$ cat config.mk
export PLATFORM = sky130hd
export DESIGN_NAME = memq_order_guard
export DESIGN_NICKNAME = d
export VERILOG_FILES = /design/src/rtl/memq_pkg.sv /design/src/rtl/memq_age_pick.sv /design/src/rtl/memq_age_match.sv /design/src/rtl/memq_order_guard.sv
export SDC_FILE = /design/constraint.sdc
export NUM_CORES = 2
export LEC_CHECK = 0
export ABC_AREA = 1
export BUFFER_PORTS_ARGS = -buffer_cell sky130_fd_sc_hd__buf_2
export CELL_PAD_IN_SITES_DETAIL_PLACEMENT = 0
export CELL_PAD_IN_SITES_GLOBAL_PLACEMENT = 1
export CORE_UTILIZATION = 45
export DETAILED_ROUTE_END_ITERATION = 8
export HOLD_SLACK_MARGIN = 0.12
export PLACE_DENSITY_LB_ADDON = 0.1
export SLEW_MARGIN = 20
export SYNTH_ARGS = -nofsm -noshare
export SYNTH_HDL_FRONTEND = slang
export SYNTH_SLANG_ARGS = --single-unit
$ cat constraint.sdc
create_clock -name clk -period 9.8 [get_ports clk]
set_clock_uncertainty 0.2 [all_clocks]
set_input_delay 0.98 -clock clk [delete_from_list [all_inputs] [get_ports clk]]
set_output_delay 0.98 -clock clk [all_outputs]
set_load 0.05 [all_outputs]
$ cat src/rtl/memq_pkg.sv
// Shared types for the memory-ordering queue.
package memq_pkg;
    typedef enum logic {
        OP_LOAD  = 1'b0,
        OP_STORE = 1'b1
    } memq_op_e;
endpackage

$ cat src/rtl/memq_age_pick.sv
// Finds the oldest (or, with YOUNGEST set, the youngest) requesting slot,
// where age is measured from the head. Assumes DEPTH is a power of two.
module memq_age_pick #(
    parameter int DEPTH    = 8,
    parameter bit YOUNGEST = 1'b0,
    localparam int IW      = $clog2(DEPTH)
) (
    input  logic [DEPTH-1:0] req,
    input  logic [IW-1:0]    head,
    output logic             found,
    output logic [IW-1:0]    idx
);
    generate
        if (YOUNGEST) begin : g_young
            // Walk from oldest to youngest; the last request seen wins.
            always_comb begin
                found = 1'b0;
                idx   = head;
                for (int k = 0; k < DEPTH; k++) begin
                    if (req[head + IW'(k)]) begin
                        found = 1'b1;
                        idx   = head + IW'(k);
                    end
                end
            end
        end else begin : g_old
            // Walk from youngest to oldest; the last request seen wins.
            always_comb begin
                found = 1'b0;
                idx   = head;
                for (int k = DEPTH - 1; k >= 0; k--) begin
                    if (req[head + IW'(k)]) begin
                        found = 1'b1;
                        idx   = head + IW'(k);
                    end
                end
            end
        end
    endgenerate
endmodule

$ cat src/rtl/memq_age_match.sv
// Flags every qualified slot whose address equals ref_addr and which is
// younger (WANT_YOUNGER) or older than the reference slot.
// Assumes DEPTH is a power of two so that ages wrap naturally.
module memq_age_match #(
    parameter int DEPTH        = 8,
    parameter int AW           = 16,
    parameter bit WANT_YOUNGER = 1'b1,
    localparam int IW          = $clog2(DEPTH)
) (
    input  logic [DEPTH-1:0]         qual,
    input  logic [DEPTH-1:0][AW-1:0] addr,
    input  logic [IW-1:0]            head,
    input  logic [IW-1:0]            ref_idx,
    input  logic [AW-1:0]            ref_addr,
    output logic [DEPTH-1:0]         hit
);
    logic [IW-1:0] ref_age;

    // Age of the reference slot relative to the head.
    assign ref_age = ref_idx - head;

    for (genvar j = 0; j < DEPTH; j++) begin : g_slot
        logic [IW-1:0] age_j;
        logic          order_ok;
        // Age of this slot and its order against the reference.
        assign age_j    = IW'(j) - head;
        assign order_ok = WANT_YOUNGER ? (age_j > ref_age) : (age_j < ref_age);
        assign hit[j]   = qual[j] && (addr[j] == ref_addr) && order_ok;
    end
endmodule

$ cat src/rtl/memq_order_guard.sv
// Circular queue of loads and stores. Complete stores broadcast once, and
// younger matching loads capture the value or report an ordering violation.
// Load searches forward from the youngest older complete store.
// Assumes: DEPTH is a power of two; flush_idx names a slot in use; the core
// retires only complete stores.
module memq_order_guard #(
    parameter int DEPTH = 8,
    parameter int AW    = 16,
    parameter int DW    = 16,
    parameter int PCW   = 16,
    parameter int SEQW  = 8,
    localparam int IW   = $clog2(DEPTH)
) (
    input  logic            clk,
    input  logic            rst_n,
    input  logic            alloc_valid,
    input  logic            alloc_is_store,
    input  logic [PCW-1:0]  alloc_pc,
    input  logic [SEQW-1:0] alloc_seq,
    output logic [IW-1:0]   alloc_idx,
    output logic            full,
    output logic            empty,
    input  logic            addr_wr_valid,
    input  logic [IW-1:0]   addr_wr_idx,
    input  logic [AW-1:0]   addr_wr_addr,
    input  logic            data_wr_valid,
    input  logic [IW-1:0]   data_wr_idx,
    input  logic [DW-1:0]   data_wr_data,
    output logic            bc_valid,
    output logic [IW-1:0]   bc_idx,
    output logic [AW-1:0]   bc_addr,
    output logic [DW-1:0]   bc_data,
    output logic [SEQW-1:0] bc_seq,
    input  logic            srch_valid,
    input  logic [IW-1:0]   srch_idx,
    output logic            fwd_hit,
    output logic [IW-1:0]   fwd_idx,
    output logic [DW-1:0]   fwd_data,
    input  logic [IW-1:0]   res_idx,
    output logic            res_ready,
    output logic [DW-1:0]   res_data,
    output logic            viol_valid,
    output logic [IW-1:0]   viol_idx,
    output logic [PCW-1:0]  viol_pc,
    input  logic            retire_valid,
    input  logic            flush_valid,
    input  logic [IW-1:0]   flush_idx
);
    import memq_pkg::*;

    localparam int CW = IW + 1;

    // Per-slot state
    logic [DEPTH-1:0]           vld_q, aok_q, dok_q, bcd_q, exe_q, hv_q;
    memq_op_e                   kind_q [DEPTH];
    logic [DEPTH-1:0][PCW-1:0]  pc_q;
    logic [DEPTH-1:0][SEQW-1:0] seq_q;
    logic [DEPTH-1:0][AW-1:0]   addr_q;
    logic [DEPTH-1:0][DW-1:0]   data_q;
    logic [IW-1:0]              head_q;
    logic [CW-1:0]              cnt_q;

    logic [IW-1:0]    tail, fl_age;
    logic             alloc_ok, retire_ok, srch_ok, fwd_found;
    logic [DEPTH-1:0] is_st, st_cplt, ld_known, pend, kill;
    logic [DEPTH-1:0] fwd_mask, bmatch, viol_mask, cap_mask;

    // Queue occupancy and the accepted operations.
    assign tail      = head_q + cnt_q[IW-1:0];
    assign full      = (cnt_q == CW'(DEPTH));
    assign empty     = (cnt_q == '0);
    assign alloc_idx = tail;
    assign alloc_ok  = alloc_valid && !full && !flush_valid;
    assign retire_ok = retire_valid && !empty;
    assign fl_age    = flush_idx - head_q;

    // Per-slot classification and the flush kill mask.
    always_comb begin
        for (int j = 0; j < DEPTH; j++) begin
            is_st[j]    = (kind_q[j] == OP_STORE);
            st_cplt[j]  = vld_q[j] && is_st[j] && aok_q[j] && dok_q[j];
            ld_known[j] = vld_q[j] && !is_st[j] && aok_q[j];
            pend[j]     = st_cplt[j] && !bcd_q[j];
            kill[j]     = flush_valid && ((IW'(j) - head_q) > fl_age);
        end
    end

    // Load search: the youngest older complete store with the same address.
    assign srch_ok = srch_valid && ld_known[srch_idx];

    memq_age_match #(.DEPTH(DEPTH), .AW(AW), .WANT_YOUNGER(1'b0)) u_fwd_match (
        .qual(st_cplt), .addr(addr_q), .head(head_q),
        .ref_idx(srch_idx), .ref_addr(addr_q[srch_idx]), .hit(fwd_mask)
    );

    memq_age_pick #(.DEPTH(DEPTH), .YOUNGEST(1'b1)) u_fwd_pick (
        .req(fwd_mask), .head(head_q), .found(fwd_found), .idx(fwd_idx)
    );

    assign fwd_hit  = srch_ok && fwd_found;
    assign fwd_data = data_q[fwd_idx];

    // Broadcast: the oldest complete store that has not yet broadcast.
    memq_age_pick #(.DEPTH(DEPTH), .YOUNGEST(1'b0)) u_bc_pick (
        .req(pend), .head(head_q), .found(bc_valid), .idx(bc_idx)
    );

    assign bc_addr = addr_q[bc_idx];
    assign bc_data = data_q[bc_idx];
    assign bc_seq  = seq_q[bc_idx];

    // Younger loads with a known, matching address react to the broadcast.
    memq_age_match #(.DEPTH(DEPTH), .AW(AW), .WANT_YOUNGER(1'b1)) u_bc_match (
        .qual(ld_known), .addr(addr_q), .head(head_q),
        .ref_idx(bc_idx), .ref_addr(bc_addr), .hit(bmatch)
    );

    assign viol_mask = bmatch & exe_q & {DEPTH{bc_valid}};
    assign cap_mask  = bmatch & ~exe_q & {DEPTH{bc_valid}};

    memq_age_pick #(.DEPTH(DEPTH), .YOUNGEST(1'b0)) u_viol_pick (
        .req(viol_mask), .head(head_q), .found(viol_valid), .idx(viol_idx)
    );

    assign viol_pc   = pc_q[viol_idx];
    assign res_ready = vld_q[res_idx] && hv_q[res_idx];
    assign res_data  = data_q[res_idx];

    // Head pointer and occupancy count.
    always_ff @(posedge clk) begin
        if (!rst_n) begin
            head_q <= '0;
            cnt_q  <= '0;
        end else begin
            if (retire_ok) head_q <= head_q + 1'b1;
            if (flush_valid)
                cnt_q <= CW'(fl_age) + CW'(1) - CW'(retire_ok);
            else
                cnt_q <= cnt_q + CW'(alloc_ok) - CW'(retire_ok);
        end
    end

    // Slot contents: allocation, writes, capture, search, retire and flush.
    always_ff @(posedge clk) begin
        if (!rst_n) begin
            vld_q  <= '0;
            aok_q  <= '0;
            dok_q  <= '0;
            bcd_q  <= '0;
            exe_q  <= '0;
            hv_q   <= '0;
            pc_q   <= '0;
            seq_q  <= '0;
            addr_q <= '0;
            data_q <= '0;
            for (int j = 0; j < DEPTH; j++) kind_q[j] <= OP_LOAD;
        end else begin
            for (int j = 0; j < DEPTH; j++) begin
                if (alloc_ok && (tail == IW'(j))) begin
                    vld_q[j]  <= 1'b1;
                    kind_q[j] <= alloc_is_store ? OP_STORE : OP_LOAD;
                    aok_q[j]  <= 1'b0;
                    dok_q[j]  <= 1'b0;
                    bcd_q[j]  <= 1'b0;
                    exe_q[j]  <= 1'b0;
                    hv_q[j]   <= 1'b0;
                    pc_q[j]   <= alloc_pc;
                    seq_q[j]  <= alloc_seq;
                end
                if (addr_wr_valid && vld_q[j] && (addr_wr_idx == IW'(j))) begin
                    addr_q[j] <= addr_wr_addr;
                    aok_q[j]  <= 1'b1;
                end
                if (data_wr_valid && vld_q[j] && is_st[j] && (data_wr_idx == IW'(j))) begin
                    data_q[j] <= data_wr_data;
                    dok_q[j]  <= 1'b1;
                end
                if (bc_valid && (bc_idx == IW'(j))) bcd_q[j] <= 1'b1;
                if (cap_mask[j]) begin
                    data_q[j] <= bc_data;
                    hv_q[j]   <= 1'b1;
                end
                if (srch_ok && (srch_idx == IW'(j))) begin
                    exe_q[j] <= 1'b1;
                    if (fwd_hit) begin
                        data_q[j] <= fwd_data;
                        hv_q[j]   <= 1'b1;
                    end
                end
                if ((retire_ok && (head_q == IW'(j))) || kill[j]) vld_q[j] <= 1'b0;
            end
        end
    end
endmodule

==> run summary <==
Status: finished, final reports clean
DP HPWL: 145900 µm
Layout cells sized above 1: 0.09151
Wire per inst: 28.81 µm
Reg clk slew, reported paths: 0.07 ns
Full die area: 82100 µm²
IO Port Bufs: 185
Final setup viols: 0
Die Ht: 286.5 µm
Starting Density: 0.4582
Crit path time final: 9.783 ns
Rel. slew slack: 0.1033
Cells after synthesis: 5836
Synth Flop Type: dfxtp_1
DR iter-0 viols: 7333
Setup crit start kind: flip-flop
Post-Synth Simple-Gate Area: 0.3162
Max cap viols: 0
Top delay family on crit path: simple AND/OR/NAND/NOR gates
Main combinational cell family by area after synthesis: simple AND/OR/NAND/NOR gates
Average size of a mapped cell: 6.243 µm²
Post-synthesis adder-cell area fraction: 0.01958
Worst hold stages: 2
Largest net degree at the start of global routing: 115
Num CTS Buffers: 59
XOR/XNOR share of the synthesized area: 0.01391
Synth unique cells: 63
Fin util: 0.5056
Deepest clock path buffer count: 3
Detailed Routing Iterations Pass 1: 7
Crit end category: output pin
Final #Nets: 5987
Clock Tree Root: clkbuf_16
Worst path depth: 32
GRT overflow: 0
Unrepaired setup endpoints after global routing: false
Crit path max fanout: 34
Fmax: 102.2 MHz
RD Place Congestion: 1.178
Synth Area in Compound Gates: 0.2504
Critical path arrival: 8.60 ns
Final Hold Viols: 0
Synthesized net count: 5970
CTS tree: built
Largest stage delay, worst path: 1.13 ns
Most used cell, CP: nand2_1
Syn Std Cell Area: 36430 µm²
Sequential area share after synthesis: 0.2827
Reg2Reg Depth: 25
ANT nets after route: 0
Clock Sinks: 511
CTS H-tree lvls: 2
TNS Setup: 0 ns
First-pass GRT wire length: 283800 µm
Mux share of post-synthesis cell area: 0.001408
Area delta synth->final: 10.34%
Via density: 6.460
Design area: 40200 µm²
CP required: 8.62 ns
Seq cells post-synth: 511
Fin. max-slew vios: 0
Least-Margin Pin Slew: 1.311 ns
Slowest stage cell, crit path: a2111oi_0
Placed Area: 38070 µm²
DRC viols: 0
Core outline area: 79520 µm²
Post-synth EDFFs: 7
Initial antenna violation count: 19
Clk_lat worst skew: 0.69 ns
Vias: 44970
Routed WL: 200500 µm
GRT Total Usage: 0.4710
Vias in the first global route: 39950
Die width: 286.5 µm
CP Class: flip-flop to output pin
Ys async rst share: 0
# IOs: 186
WP buf/inv: 9
Site Rows: 103
Yosys warning count: 0
Ratio of final minimum period to clock period: 0.9983
Worst Hold Class: flip-flop to flip-flop
[worst reg2reg max path, cell delays in order, from the launching register on]
cell       delay (ns)
dfxtp_2          0.53
inv_4            0.12
buf_4            0.30
nor2_1           0.16
inv_1            0.08
fa_1             0.39
xnor2_1          0.24
xor2_2           0.50
ha_1             0.34
a2111oi_0        1.13
buf_4            0.31
nand4_1          0.11
nor3_1           0.22
nand3_1          0.28
mux2i_1          0.23
inv_1            0.08
o21ai_0          0.34
nand2_1          0.14
nand2_1          0.16
nor4_1           0.06
nand4_1          0.42
nand2_1          0.58
inv_1            0.91
nor2_1           0.20
o211ai_1         0.15
o21ai_0          0.12
[stage by stage]
step / setup slack [ns] / hold slack [ns] / std cells
global placement: 0.08001 / 0.2529 / 6840
finish: 0.01691 / 0.2758 / 6960
global route: 0.06781 / 0.2858 / 6952
floorplan: 2.193 / 0.2413 / 5836
detailed placement: 0.3870 / 0.2612 / 6840
CTS: 0.1224 / 0.2729 / 6949
[cells in the final DEF, fill, tap and decap left out, types with 88 or more instances in the layout]
cell	instances
nand2_1	1365
a21oi_1	482
nand3_1	599
buf_4	112
o22ai_1	123
nand4_1	88
nor2_1	283
dfxtp_1	503
buf_2	183
o211ai_1	210
inv_1	636
o21ai_0	567
[registers in the layout, indices dropped and copies added, names as in the netlist]
name / flops
addr_q: 128
data_q: 128
pc_q: 128
seq_q: 64
aok_q: 8
bcd_q: 8
dok_q: 8
exe_q: 8
hv_q: 8
kind_q: 8
vld_q: 8
cnt_q: 4
head_q: 3
[Yosys cell counts, types with 29 or more instances]
cell	instances	area (µm²)
buf_4	29	217.7
dfxtp_1	504	10090
o22ai_1	123	769.5
ha_1	49	613.1
nor4_1	40	250.2
nand4_1	88	550.5
a22oi_1	57	427.9
o21ai_1	41	205.2
clkbuf_1	219	822.0
a21oi_1	482	2412
o211ai_1	210	1577
nand3_1	601	3008
o21ai_0	567	2838
buf_2	62	310.3
inv_1	640	2402
nor2_1	291	1092
nor3_1	82	410.4
nand2_1	1367	5131
nand2_2	30	187.7
xor2_1	53	464.2
[worst paths after layout]
check,startpoint,end,slack (ns)
min,pc_q[19],pc_q[19],0.28
max,head_q[0],fwd_data[9],0.02
min reg2reg,pc_q[19],pc_q[19],0.28
max reg2reg,head_q[0],data_q[49],1.37
[cell type report]
class                      instances  area [µm²]
fill                            8292       39320
tap                             1050        1314
sequential                       511       10300
inverter                         679        2551
multi-input combinational       4298       22080
clock buffer                      84        1700
clock inverter                    25       316.6
antenna                            9       22.52
timing repair buffer             304        1914
[cell families after synthesis]
family | after synthesis
buffers and inverters | 1028
AO/OA/AOI/OAI | 1587
XOR/XNOR | 57
flip-flops | 511
adder cells (fa/ha/maj) | 54
multiplexers | 5
AND/OR/NAND/NOR | 2594
[repair_timing]
| action | CTS | global route |
|---|---|---|
| hold buffers | 0 | 0 |
| setup endpoints to repair | 11 | 31 |
| setup buffers | 0 | 1 |
| endpoints found under the hold margin | 0 | 0 |
| gates cloned | 0 | 1 |
| resized for setup | 1 | 7 |
| pin swaps | 0 | 1 |
[layer usage]
metal  GRT usage  part of all wire
met5           0           0.00039
met4      0.1611             0.042
met3      0.1716              0.16
met2      0.6505              0.39
met1      0.6641              0.41
Power is not shown: default switching activity piles up to over one toggle a cycle in this logic, so the estimate is an artifact.
